### config.mk
export PLATFORM = sky130hd
export DESIGN_NAME = sram_ctl
export DESIGN_NICKNAME = d
export VERILOG_FILES = /design/src/rtl/sram_ctl_pkg.sv /design/src/rtl/sram_ctl_timer.sv /design/src/rtl/sram_ctl_seq.sv /design/src/rtl/sram_ctl_capture.sv /design/src/rtl/sram_ctl.sv
export SDC_FILE = /design/constraint.sdc
export NUM_CORES = 1
export LEC_CHECK = 0
export BUFFER_PORTS_ARGS = -buffer_cell sky130_fd_sc_hd__buf_2
export CORE_MARGIN = 3
export CORE_UTILIZATION = 45
export CTS_BUF_LIST = sky130_fd_sc_hd__clkbuf_4 sky130_fd_sc_hd__clkbuf_8 sky130_fd_sc_hd__clkbuf_16
export DETAILED_ROUTE_END_ITERATION = 8
export PLACE_DENSITY = 0.75
export SYNTH_ARGS = -nofsm -noshare
export SYNTH_HDL_FRONTEND = slang
export SYNTH_HIERARCHICAL = 1
export SYNTH_SLANG_ARGS = --single-unit
### constraint.sdc
create_clock -name clk -period 2.2 [get_ports clk]
set_input_delay 0.22 -clock clk [delete_from_list [all_inputs] [get_ports clk]]
set_output_delay 0.22 -clock clk [all_outputs]
set_load 0.01 [all_outputs]
### src/rtl/sram_ctl_pkg.sv
package sram_ctl_pkg;
  typedef enum logic [1:0] {
    ST_IDLE  = 2'd0,
    ST_READ  = 2'd1,
    ST_WRITE = 2'd2,
    ST_WHOLD = 2'd3
  } ctl_state_t;
endpackage

### src/rtl/sram_ctl_timer.sv
module sram_ctl_timer #(
  parameter int CNT_W = 3,
  parameter int CNT_MAX = 7
) (
  input  logic             clk,
  input  logic             rst_n,
  input  logic             restart,
  output logic [CNT_W-1:0] count
);
  localparam logic [CNT_W-1:0] TOP = CNT_W'(CNT_MAX);

  always_ff @(posedge clk or negedge rst_n) begin
    if (!rst_n)
      count <= '0;
    else if (restart)
      count <= '0;
    else if (count != TOP)
      count <= count + 1'b1;
  end
endmodule

### src/rtl/sram_ctl_seq.sv
module sram_ctl_seq
  import sram_ctl_pkg::*;
#(
  parameter int ADDR_W  = 17,
  parameter int DATA_W  = 8,
  parameter int T_CYCLE = 4,
  parameter int T_OE    = 2,
  parameter int CNT_W   = 3
) (
  input  logic              clk,
  input  logic              rst_n,
  input  logic              req_valid,
  input  logic              req_write,
  input  logic [ADDR_W-1:0] req_addr,
  input  logic [DATA_W-1:0] req_wdata,
  input  logic [CNT_W-1:0]  count,
  output logic              restart,
  output logic              req_ready,
  output logic              read_last,
  output logic [ADDR_W-1:0] mem_addr,
  output logic              mem_sel_n,
  output logic              mem_sel,
  output logic              mem_wr_n,
  output logic              mem_rd_n,
  output logic [DATA_W-1:0] mem_dq_out,
  output logic              mem_dq_oe
);
  localparam int OE_START = T_CYCLE - T_OE;
  localparam logic [CNT_W-1:0] LAST_C = CNT_W'(T_CYCLE - 1);
  localparam logic [CNT_W-1:0] WE_END = CNT_W'(T_CYCLE - 2);
  localparam logic [CNT_W-1:0] OE_AT  = CNT_W'(OE_START);
  localparam logic OE_FIRST = (OE_START == 0) ? 1'b0 : 1'b1;

  ctl_state_t state;
  logic       accept;

  assign req_ready = (state == ST_IDLE);
  assign accept    = req_valid && req_ready;
  assign restart   = accept;
  assign read_last = (state == ST_READ) && (count == LAST_C);

  always_ff @(posedge clk or negedge rst_n) begin
    if (!rst_n) begin
      state      <= ST_IDLE;
      mem_addr   <= '0;
      mem_sel_n  <= 1'b1;
      mem_sel    <= 1'b0;
      mem_wr_n   <= 1'b1;
      mem_rd_n   <= 1'b1;
      mem_dq_out <= '0;
      mem_dq_oe  <= 1'b0;
    end else begin
      unique case (state)
        ST_IDLE: begin
          if (accept) begin
            mem_addr  <= req_addr;
            mem_sel_n <= 1'b0;
            mem_sel   <= 1'b1;
            if (req_write) begin
              state      <= ST_WRITE;
              mem_wr_n   <= 1'b0;
              mem_rd_n   <= 1'b1;
              mem_dq_out <= req_wdata;
              mem_dq_oe  <= 1'b1;
            end else begin
              state    <= ST_READ;
              mem_wr_n <= 1'b1;
              mem_rd_n <= OE_FIRST;
            end
          end
        end
        ST_READ: begin
          if (count == LAST_C) begin
            state     <= ST_IDLE;
            mem_sel_n <= 1'b1;
            mem_sel   <= 1'b0;
            mem_rd_n  <= 1'b1;
          end else begin
            mem_rd_n <= !((count + 1'b1) >= OE_AT);
          end
        end
        ST_WRITE: begin
          if (count == WE_END) begin
            state    <= ST_WHOLD;
            mem_wr_n <= 1'b1;
          end
        end
        ST_WHOLD: begin
          state     <= ST_IDLE;
          mem_sel_n <= 1'b1;
          mem_sel   <= 1'b0;
          mem_dq_oe <= 1'b0;
        end
        default: state <= ST_IDLE;
      endcase
    end
  end
endmodule

### src/rtl/sram_ctl_capture.sv
module sram_ctl_capture #(
  parameter int DATA_W = 8
) (
  input  logic              clk,
  input  logic              rst_n,
  input  logic              sample,
  input  logic [DATA_W-1:0] dq_in,
  output logic              rsp_valid,
  output logic [DATA_W-1:0] rsp_data
);
  always_ff @(posedge clk or negedge rst_n) begin
    if (!rst_n) begin
      rsp_valid <= 1'b0;
      rsp_data  <= '0;
    end else begin
      rsp_valid <= sample;
      if (sample)
        rsp_data <= dq_in;
    end
  end
endmodule

### src/rtl/sram_ctl.sv
module sram_ctl #(
  parameter int ADDR_W  = 17,
  parameter int DATA_W  = 8,
  parameter int T_CYCLE = 4,
  parameter int T_OE    = 2
) (
  input  logic              clk,
  input  logic              rst_n,
  input  logic              req_valid,
  output logic              req_ready,
  input  logic              req_write,
  input  logic [ADDR_W-1:0] req_addr,
  input  logic [DATA_W-1:0] req_wdata,
  output logic              rsp_valid,
  output logic [DATA_W-1:0] rsp_data,
  output logic [ADDR_W-1:0] mem_addr,
  output logic              mem_sel_n,
  output logic              mem_sel,
  output logic              mem_wr_n,
  output logic              mem_rd_n,
  output logic [DATA_W-1:0] mem_dq_out,
  input  logic [DATA_W-1:0] mem_dq_in,
  output logic              mem_dq_oe
);
  localparam int CNT_W = $clog2(T_CYCLE + 1);

  logic             restart;
  logic             read_last;
  logic [CNT_W-1:0] count;

  sram_ctl_timer #(.CNT_W(CNT_W), .CNT_MAX(T_CYCLE)) u_timer (
    .clk(clk), .rst_n(rst_n), .restart(restart), .count(count)
  );

  sram_ctl_seq #(
    .ADDR_W(ADDR_W), .DATA_W(DATA_W), .T_CYCLE(T_CYCLE), .T_OE(T_OE), .CNT_W(CNT_W)
  ) u_seq (
    .clk(clk), .rst_n(rst_n),
    .req_valid(req_valid), .req_write(req_write),
    .req_addr(req_addr), .req_wdata(req_wdata),
    .count(count), .restart(restart),
    .req_ready(req_ready), .read_last(read_last),
    .mem_addr(mem_addr), .mem_sel_n(mem_sel_n), .mem_sel(mem_sel),
    .mem_wr_n(mem_wr_n), .mem_rd_n(mem_rd_n),
    .mem_dq_out(mem_dq_out), .mem_dq_oe(mem_dq_oe)
  );

  sram_ctl_capture #(.DATA_W(DATA_W)) u_capture (
    .clk(clk), .rst_n(rst_n), .sample(read_last), .dq_in(mem_dq_in),
    .rsp_valid(rsp_valid), .rsp_data(rsp_data)
  );
endmodule

# Word level (Yosys, flattened, before mapping)
# Cells that the tools add are included.
[totals]
ff_bits = 44
latchBits = 0
ramBits = 0
rom_bits = 0
inputBits = 37
out_inout_bits = 40
mem_count = 0
[classes]
add_sub_neg = 1
n_mul = 0
n_div = 0
n_lt_le_gt_ge = 1
eq_ne = 10
shift = 0
muxes = 22
n_bitwise = 0
n_reduce_logical = 16
[ops]
columns = ["operator", "n"]
rows = [
  ["AND reduction 3 bit", 5],
  ["two-way mux 1 bit", 10],
  ["two-way mux 2 bit", 4],
  ["case mux 2 bit (4 select lines)", 1],
  ["nonzero test 2 bit", 4],
  ["equality test 3 x 2 -> 1 bit, second input constant", 2],
  ["two-way mux 3 bit", 2],
  ["inequality test 2 bit, second input constant", 3],
  ["case mux 1 bit (2 select lines)", 3],
  ["case mux 1 bit (3 select lines)", 2],
  ["equality test 2 bit, second input constant", 2],
  ["AND reduction 2 bit", 2],
  ["adder 3 x 1 -> 3 bit, second input constant", 1],
  ["greater-or-equal comparator 3 x 2 -> 1 bit, second input constant", 1],
  ["inequality test 3 bit, second input constant", 1],
  ["nonzero test 3 bit", 1],
  ["equality test 2 x 1 -> 1 bit, second input constant", 1],
  ["logical AND 1 bit", 2],
  ["logical NOT 2 bit", 1],
  ["inequality test 2 x 1 -> 1 bit, second input constant", 1],
  ["logical NOT 1 bit", 1],
]

# Logic depth before layout (Yosys ltp)
# Gate-level depths: netlist of the first run.
[depth]
depth_word = 5
ltp_mapped = 6
ltp_nobuf = 5

# Cells and area by module
# Netlist of the first run, hierarchy kept.
[by_module_without_submodules]
columns = ["mod", "instances", "cells_each", "area_per_inst_um2", "seq_area_each_um2"]
rows = [
  ["sram_ctl_seq", 1, 96, 1427.6, 804.5],
  ["sram_ctl_capture", 1, 18, 356.6, 225.2],
  ["sram_ctl_timer", 1, 16, 168.9, 75.1],
]

# Worst setup path before layout of the first run
# Ideal clock, no wire load.
[synth_timing]
path_kind = "register to register"
startpoint = "reg u_timer.count[0]"
endpoint = "reg u_capture.rsp_data[0]"
setup_ps = 125
arrival_time_ps = 1456
t_required_ps = 2075
setup_slack_ps = 619
stages_incl_launch_ff = 6
path_cell_list = "dfrtp_1 ha_1 ha_1 and3_1 buf_6 mux2_4"
[synth_between]
elab_chain_len = 2
[synth_rtl]
columns = ["element", "line_no", "text"]
rows = [
  ["from (decl)", "sram_ctl_timer.sv:8", "output logic [CNT_W-1:0] count"],
  ["from (signal assigned)", "sram_ctl_timer.sv:18", "count <= count + 1'b1;"],
  ["equality test 3 x 2 -> 1 bit", "sram_ctl_seq.sv:40", "assign read_last = (state == ST_READ) && (count == LAST_C);"],
  ["logical AND 1 bit", "sram_ctl_seq.sv:40", ""],
  ["via read_last", "sram_ctl.sv:28", "logic read_last;"],
  ["to (signal assigned)", "sram_ctl_capture.sv:18", "rsp_data <= dq_in;"],
  ["to (decl)", "sram_ctl_capture.sv:9", "output logic [DATA_W-1:0] rsp_data"],
]
# The timed path passes the listed nets, and every way through them passes these cells.
# A chain may end at the register's enable or synchronous reset.

# Final worst setup path of the first run
[layout_timing]
startpoint = "reg u_timer.count[0]"
endpoint = "reg u_capture.rsp_data[3]"
# The elaborated chain is that of the path after synthesis.

==> results of run 1 <==
## critical path: stages (launching register included)
cell     delay [ns]
dfrtp_1        0.45
ha_1           0.18
ha_1           0.19
and3_1         0.52
mux2_4         0.35
## metal layers
layer / GRT usage [%] / routed length (um) / up-vias
li1: - / - / 607
met4: 6.26 / 52 / 0
met2: 24.3 / 1760 / 57
met5: 0 / 0 / -
met1: 17.2 / 1400 / 599
met3: 4.77 / 327 / 5
## worst paths after layout
check	startpoint	to	slack (ns)	cells past startpoint
min	req_addr[1]	u_seq/mem_addr[1]$_DFFE_PN0P_	0.16	2
max	u_timer/count[0]$_DFFE_PN0P_	u_capture/rsp_data[3]$_DFFE_PN0P_	0.41	4
min in group asynchronous	rst_n	u_seq/mem_dq_out[2]$_DFFE_PN0P_	0.38	2
max in group asynchronous	rst_n	u_seq/mem_addr[12]$_DFFE_PN0P_	1.15	3
min reg2reg	u_seq/mem_rd_n$_DFFE_PN1P_	u_seq/mem_rd_n$_DFFE_PN1P_	0.47	2
max reg2reg	u_timer/count[0]$_DFFE_PN0P_	u_capture/rsp_data[3]$_DFFE_PN0P_	0.41	4
## power breakdown
| group | internal (mW) | total [mW] | switching (mW) |
|---|---|---|---|
| logic | 0.859 | 1.50 | 0.643 |
| registers | 1.22 | 1.49 | 0.276 |
| clock network | 0.447 | 0.695 | 0.249 |
| total | 2.52 | 3.69 | 1.17 |
## area by class of cell
cell class / instances / area [um2]
timing repair buffer: 78 / 398
clock inverter: 2 / 60.1
tap: 50 / 62.6
inverter: 11 / 43.8
sequential: 44 / 1100
clock buffer: 5 / 68.8
fill: 340 / 1600
multi-input combinational: 70 / 747
## cell usage in the layout, fill, tap and decap left out, types with 3 or more instances in the layout
cell type	count
a21oi_1	5
buf_2	76
clkbuf_8	5
dfrtp_1	41
dfstp_2	3
ha_1	6
inv_1	10
mux2_2	8
mux2_4	25
nand3_1	3
nor2_1	5
## metrics by stage
stage	cell area (um2)	total power, mW	cells
final	2480	3.69	260
after CTS	2480	3.75	260
after detailed placement	2350	3.04	252
after global placement	2350	3.00	252
after global routing	2480	3.96	260
after floorplan	1950	2.54	130
## registers in the layout (all words and copies together), names as in the netlist
signal	cells
u_seq/mem_addr	17
u_capture/rsp_data	8
u_seq/mem_dq_out	8
u_timer/count	3
u_seq/state	2
u_capture/rsp_valid	1
u_seq/mem_dq_oe	1
u_seq/mem_rd_n	1
u_seq/mem_sel	1
u_seq/mem_sel_n	1
u_seq/mem_wr_n	1
## kinds of logic after synthesis
group	count (synthesis)
AOI/OAI and AO/OA	14
adders and majority gates	6
buffers and inverters	16
DFF	44
muxes	33
and+or+nand+nor	17
## repair_timing
item / CTS / global route
hold buffers: 1 / 0
endpoints found under the hold margin: 13 / 0
endpoints found under the setup margin: 0 / 0
==> key figures, run 1 <==
Placed design
  – Dpl hpwl: 2690 um
  – Setup WS pre-CTS: 0.399 ns
  – Number of I/O port buffers: 76
  – Gpl congestion: 0.773

Pwr
  – Max IR drop VDD: 0.000641 V
  – Pleak: 1.29 nW
  – Pwr Density: 1490 mW/mm2

Synthesis
  – Cell area after synthesis: 0.00195 mm2
  – FF+latch count, synth: 44
  – Synth Area in Compound Gates: 5.19%
  – Mux contribution to synthesized area: 23.8%
  – Largest family of logic cells by synthesized area: multiplexers
  – Post-synthesis net count: 173
  – Synthesized-area fraction occupied by and/or/nand/nor cells: 5.38%
  – Adder-Cell Fraction of Synth Area: 3.84%
  – Post-synth top area share: 52.5%
  – Synth cell count leaders: dfrtp_1, mux2_4, inv_1
  – EDFF count, synth: 0
  – Synthesized area per cell: 15.0 um2
  – Post-Synthesis Cells: 130
  – Cell taking the most area after synthesis: dfrtp_1
  – Async set-reset flop share out of synthesis: 100%
  – Main synth FF type: dfrtp_1
  – Sequential fraction of the synthesis area: 56.6%
  – Cell with the most instances after synthesis: dfrtp_1
  – Post-Synth XOR/XNOR Area: 0%
  – Post-synth cell types: 31
  – Synth area leaders: dfrtp_1, mux2_4, mux2_2, dfstp_2, ha_1
  – Syn. warnings: 6

Worst hold path
  – Hold Path Class: input port to register

Timing
  – Least-Margin Pin Slew: 0.535 ns
  – Peak Freq: 0.558 GHz
  – Setup TNS: 0 ns
  – Worst Skew: 0.00564 ns
  – Final Max Tran Viols: 0
  – Slew margin rel.: 64.3%
  – RSZ-0062 raised after global routing: false
  – Final worst path period share: 81.5%
  – Final Hold Viols: 0
  – Setup violators final: 0
  – Worst hold slack: 0.156 ns
  – Final setup margin: 0.408 ns
  – Min Tclk post-route: 1.79 ns

Global route
  – Largest net degree at the start of global routing: 29
  – Vias in the first global route: 1331
  – All-Layer GR Usage: 14.6%
  – Antenna violations before repair: 0
  – Total congestion overflow: 0
  – First-pass GRT wire length: 5760 um

Clocking
  – Clk root buf: clkbuf_8
  – H-tree levels: 2
  – Register clock-pin slew on the reported worst setup and hold paths: 0.08 ns
  – Num CTS Buffers: 5
  – Post-CTS sizing: 0
  – CTS max path bufs: 2
  – CTS sink cnt: 44
  – Postcts setup bufs: 0
  – CTS tree: built
  – Worst-Skew Late Latency: 0.29 ns

Setup path
  – Setup Crit Path Kind: register to register
  – Crit start category: register
  – CP endpoint kind: register
  – CP Max Fanout: 9
  – Critical Path RT: 2.38 ns
  – Critical Path AT: 1.97 ns

Route
  – DRC: 0
  – Antenna viol nets, final: 0
  – Routed length per instance: 13.6 um
  – DRT Wirelength: 3540 um
  – Iter 0 DRT Violations: 77
  – First-pass iteration count of the detailed router: 4
  – Via count: 1268
  – Drt via density: 4.88

Final layout
  – Layout cell share with drive strength beyond 1: 60.5%
  – Layout area overhead: 27.2%
  – Final nets: 253
  – Diodes inserted: 0
  – Final core utilization: 60.8%

Run
  – MaxCap Viol Count: 0

Floorplan
  – Die area: 0.00517 mm2
  – Die Span Y: 71.9 um
  – Num ports: 77
  – Initial core utilization: 47.8%
  – Die width: 71.9 um
  – Core Area: 0.00409 mm2
  – # rows: 23

Status
  – Status: complete, no violations
Note: power is estimated with default switching activity, not from simulation.
==> run 2: changes to the inputs <==
--- a/config.mk
+++ b/config.mk
@@ -5,12 +5,13 @@
 export SDC_FILE = /design/constraint.sdc
 export NUM_CORES = 1
 export LEC_CHECK = 0
+export ABC_AREA = 1
 export BUFFER_PORTS_ARGS = -buffer_cell sky130_fd_sc_hd__buf_2
 export CORE_MARGIN = 3
-export CORE_UTILIZATION = 45
+export CORE_UTILIZATION = 43
 export CTS_BUF_LIST = sky130_fd_sc_hd__clkbuf_4 sky130_fd_sc_hd__clkbuf_8 sky130_fd_sc_hd__clkbuf_16
 export DETAILED_ROUTE_END_ITERATION = 8
-export PLACE_DENSITY = 0.75
+export PLACE_DENSITY = 0.76
 export SYNTH_ARGS = -nofsm -noshare
 export SYNTH_HDL_FRONTEND = slang
 export SYNTH_HIERARCHICAL = 1
==> constraint.sdc (replaced) <==
create_clock -name clk -period 1.6 [get_ports clk]
set_input_delay 0.16 -clock clk [delete_from_list [all_inputs] [get_ports clk]]
set_output_delay 0.16 -clock clk [all_outputs]
set_load 0.01 [all_outputs]
==> key figures, run 2 <==
Status
  – Status: complete, no violations

Final layout
  – Diodes inserted: 0 (unchanged)
  – Number of fill cells: 379 (+11%)
  – Layout area overhead: 33.6%
  – Layout cell share with drive strength beyond 1: 33.8% (-27 points)
  – Number of flip-flops in the largest register: 17 (unchanged)
  – Largest Register: u_seq/mem_addr
  – Commonest non-fill, non-tap cells in the layout: nand2_1, buf_2, dfrtp_1
  – Commonest non-fill, non-tap cell in the layout: nand2_1
  – Final nets: 342 (+35%)
  – Largest regs: u_seq/mem_addr: 17 flops, u_capture/rsp_data: 8 flops, u_seq/mem_dq_out: 8 flops

Route
  – Antenna viol nets, final: 0 (unchanged)
  – DRT Wirelength: 3950 um (+12%)
  – DRC: 0 (unchanged)
  – Via count: 1611 (+27%)
  – Routed length per instance: 11.3 um (-17%)
  – First-pass iteration count of the detailed router: 4 (unchanged)
  – Iter 0 DRT Violations: 52 (-32%)
  – Drt via density: 4.62 (-5.3%)

Clocking
  – Clk root buf: clkbuf_8
  – Postcts setup bufs: 0 (unchanged)
  – CTS tree: built
  – CTS max path bufs: 2 (unchanged)
  – CTS sink cnt: 44 (unchanged)
  – Num CTS Buffers: 5 (unchanged)
  – H-tree levels: 2 (unchanged)
  – Worst-Skew Late Latency: 0.30 ns (about the same)
  – Register clock-pin slew on the reported worst setup and hold paths: 0.08 ns (about the same)

Timing
  – Final Max Tran Viols: 0 (unchanged)
  – Final Hold Viols: 0 (unchanged)
  – Least-Margin Pin Slew: 0.465 ns (-0.0700 ns)
  – Worst hold slack: 0.0517 ns (-0.104 ns)
  – Final worst path period share: 91.1% (+9.6 points)
  – Min Tclk post-route: 1.46 ns (-0.335 ns)
  – RSZ-0062 raised after global routing: false
  – Peak Freq: 0.686 GHz (+23%)
  – Setup violators final: 0 (unchanged)
  – Worst Skew: 0.00758 ns (+0.00194 ns)
  – Slew margin rel.: 69.0% (+4.7 points)

Pwr
  – Total chip power: 5.11 mW (+39%)
  – Pleak: 1.47 nW (+14%)
  – Clk pwr share: 19.1% (+0.3 points)
  – Switching share of power: 37.7% (+6.0 points)
  – Reg power frac: 38.2% (-2.3 points)
  – Power Internal: 3.19 mW (+26%)
  – Switching power: 1.93 mW (+65%)
  – Pwr Density: 2050 mW/mm2 (+38%)
  – Comb pwr share: 42.6% (+1.9 points)
  – Max IR drop VDD: 0.000880 V (+37%)

Setup path
  – Crit start category: register
  – CP cell instances: ha_1, ha_1, inv_1, nor3_4, inv_2, nand2_1, nand2_1
  – Critical Path AT: 1.65 ns (-0.32 ns)
  – Critical Path RT: 1.80 ns (-0.58 ns)
  – CP endpoint kind: register
  – Slowest cell on crit path: dfrtp_1
  – CP Buf/Inv Count: 2 (+2)
  – CP Max Fanout: 10 (+1)
  – Critical path's top delay family: simple AND/OR/NAND/NOR gates
  – Setup Crit Path Kind: register to register
  – CP peak stage delay: 0.37 ns (-0.15 ns)

Global route
  – Vias in the first global route: 1538 (+16%)
  – Antenna violations before repair: 0 (unchanged)
  – GR peak layer: met2
  – GR Layer Usage met1: 18.7% (+1.5 points)
  – Largest net degree at the start of global routing: 26 (-10%)
  – Met3 Usage GRT: 5.89% (+1.1 points)
  – All-Layer GR Usage: 16.1% (+1.6 points)
  – Total congestion overflow: 0 (unchanged)
  – Met2 Usage GRT: 27.6% (+3.3 points)
  – First-pass GRT wire length: 6490 um (+13%)

Floorplan
  – # rows: 23 (unchanged)
  – Num ports: 77 (unchanged)
  – Core Area: 0.00409 mm2 (unchanged)
  – Initial core utilization: 45.6% (-2.2 points)
  – Die Span Y: 71.8 um (about the same)
  – Die area: 0.00516 mm2 (about the same)
  – Die width: 71.8 um (about the same)

Synthesis
  – Async set-reset flop share out of synthesis: 100% (unchanged)
  – Main synth FF type: dfrtp_1
  – Synth area leaders: dfrtp_1, nand2_1, dfstp_2, ha_1, inv_1
  – Syn. warnings: 6 (unchanged)
  – Synth cell count leaders: nand2_1, dfrtp_1, inv_1
  – Post-synthesis net count: 254 (+47%)
  – Cell with the most instances after synthesis: nand2_1
  – Post-Synthesis Cells: 211 (+62%)
  – Sequential fraction of the synthesis area: 59.3% (+2.7 points)
  – Cell area after synthesis: 0.00186 mm2 (-4.5%)
  – Synthesized area per cell: 8.84 um2 (-41%)
  – Post-synth top area share: 55.0% (+2.5 points)
  – FF+latch count, synth: 44 (unchanged)
  – Cell taking the most area after synthesis: dfrtp_1
  – EDFF count, synth: 0 (unchanged)
  – Post-synth cell types: 20 (-35%)

Placed design
  – Gpl congestion: 0.778 (+0.67%)
  – Dpl hpwl: 2920 um (+8.4%)
  – Number of I/O port buffers: 76 (unchanged)

Run
  – MaxCap Viol Count: 0 (unchanged)

Worst hold path
  – Hold Path Class: input port to register
run 2: cell types whose count changed after synthesis, moves of 2 or more:
cell / change
a21oi_1: -2
inv_1: +4
inv_2: +2
mux2_2: -8
mux2_4: -25
nand2_1: +119
nand3_1: +2
nand4_1: +2
nor2_1: -2
run 2: routing by layer:
metal	share of wire, %	wire length (um)
met5	0	0
met4	1.2	47
met3	10	405
met2	47	1850
met1	42	1650
run 2: cell families after synthesis:
logic type	count (synthesis)	synth area share, %
and+or+nand+nor	134	29.2
buffers and inverters	21	5.77
adders and majority gates	6	4.03
DFF	44	59.3
AOI/OAI and AO/OA	6	1.74
run 2: layout make-up:
cell class / instances / area, um2 / share of cell area, %
well taps: 50 / 62.6 / 2.51
inverters: 17 / 68.8 / 2.76
flip-flops and latches: 44 / 1100 / 44.3
repair buffers: 85 / 463 / 18.6
clock inverters: 2 / 60.1 / 2.41
clock buffers: 5 / 68.8 / 2.76
multi-input cells: 146 / 663 / 26.6
run 2: power by group through the flow:
stage | clock, mW | sequential [mW] | combinational, mW
finish | 0.979 | 1.96 | 2.18
global route | 1.03 | 2.02 | 2.49
CTS | 0.999 | 1.96 | 2.22
detailed placement | 0 | 1.96 | 2.20
global placement | 0 | 1.96 | 2.13
floorplan | 0 | 2.26 | 1.02
run 2: path summary, 6_finish.rpt:
kind	cells after the start	slack, ns	start	end
max	7	0.14	u_timer/count[1]$_DFFE_PN0P_	u_capture/rsp_data[1]$_DFFE_PN0P_
max reg2reg	7	0.14	u_timer/count[1]$_DFFE_PN0P_	u_capture/rsp_data[1]$_DFFE_PN0P_
min in group asynchronous	2	0.34	rst_n	u_seq/mem_addr[11]$_DFFE_PN0P_
max in group asynchronous	3	0.70	rst_n	u_seq/mem_sel_n$_DFFE_PN1P_
min reg2reg	2	0.47	u_seq/mem_sel_n$_DFFE_PN1P_	u_seq/mem_sel_n$_DFFE_PN1P_
min	3	0.05	req_addr[3]	u_seq/mem_addr[3]$_DFFE_PN0P_
run 2: repair_timing:
action,in CTS,in global routing
resized for setup,2,0
hold buffers,1,0
setup endpoints to repair,9,0
endpoints found under the hold margin,17,0
run 2: through the flow:
stage	instances	setup WS [ns]	setup TNS, ns	util (%)	cell area [um2]
2_1_floorplan	211	0.244	0	-	1860
3_3_place_gp	341	-0.252	-2.00	57.3	2340
3_5_place_dp	341	-0.364	-2.88	57.3	2340
4_1_cts	349	0.137	0	61.0	2490
5_1_grt	349	0.0145	0	61.0	2490
6_report	349	0.142	0	61.0	2490
run 2: worst min-delay path, stage by stage:
cell and delay (ns):
buf_2 0.07, nand2_1 0.04, nand2_1 0.04
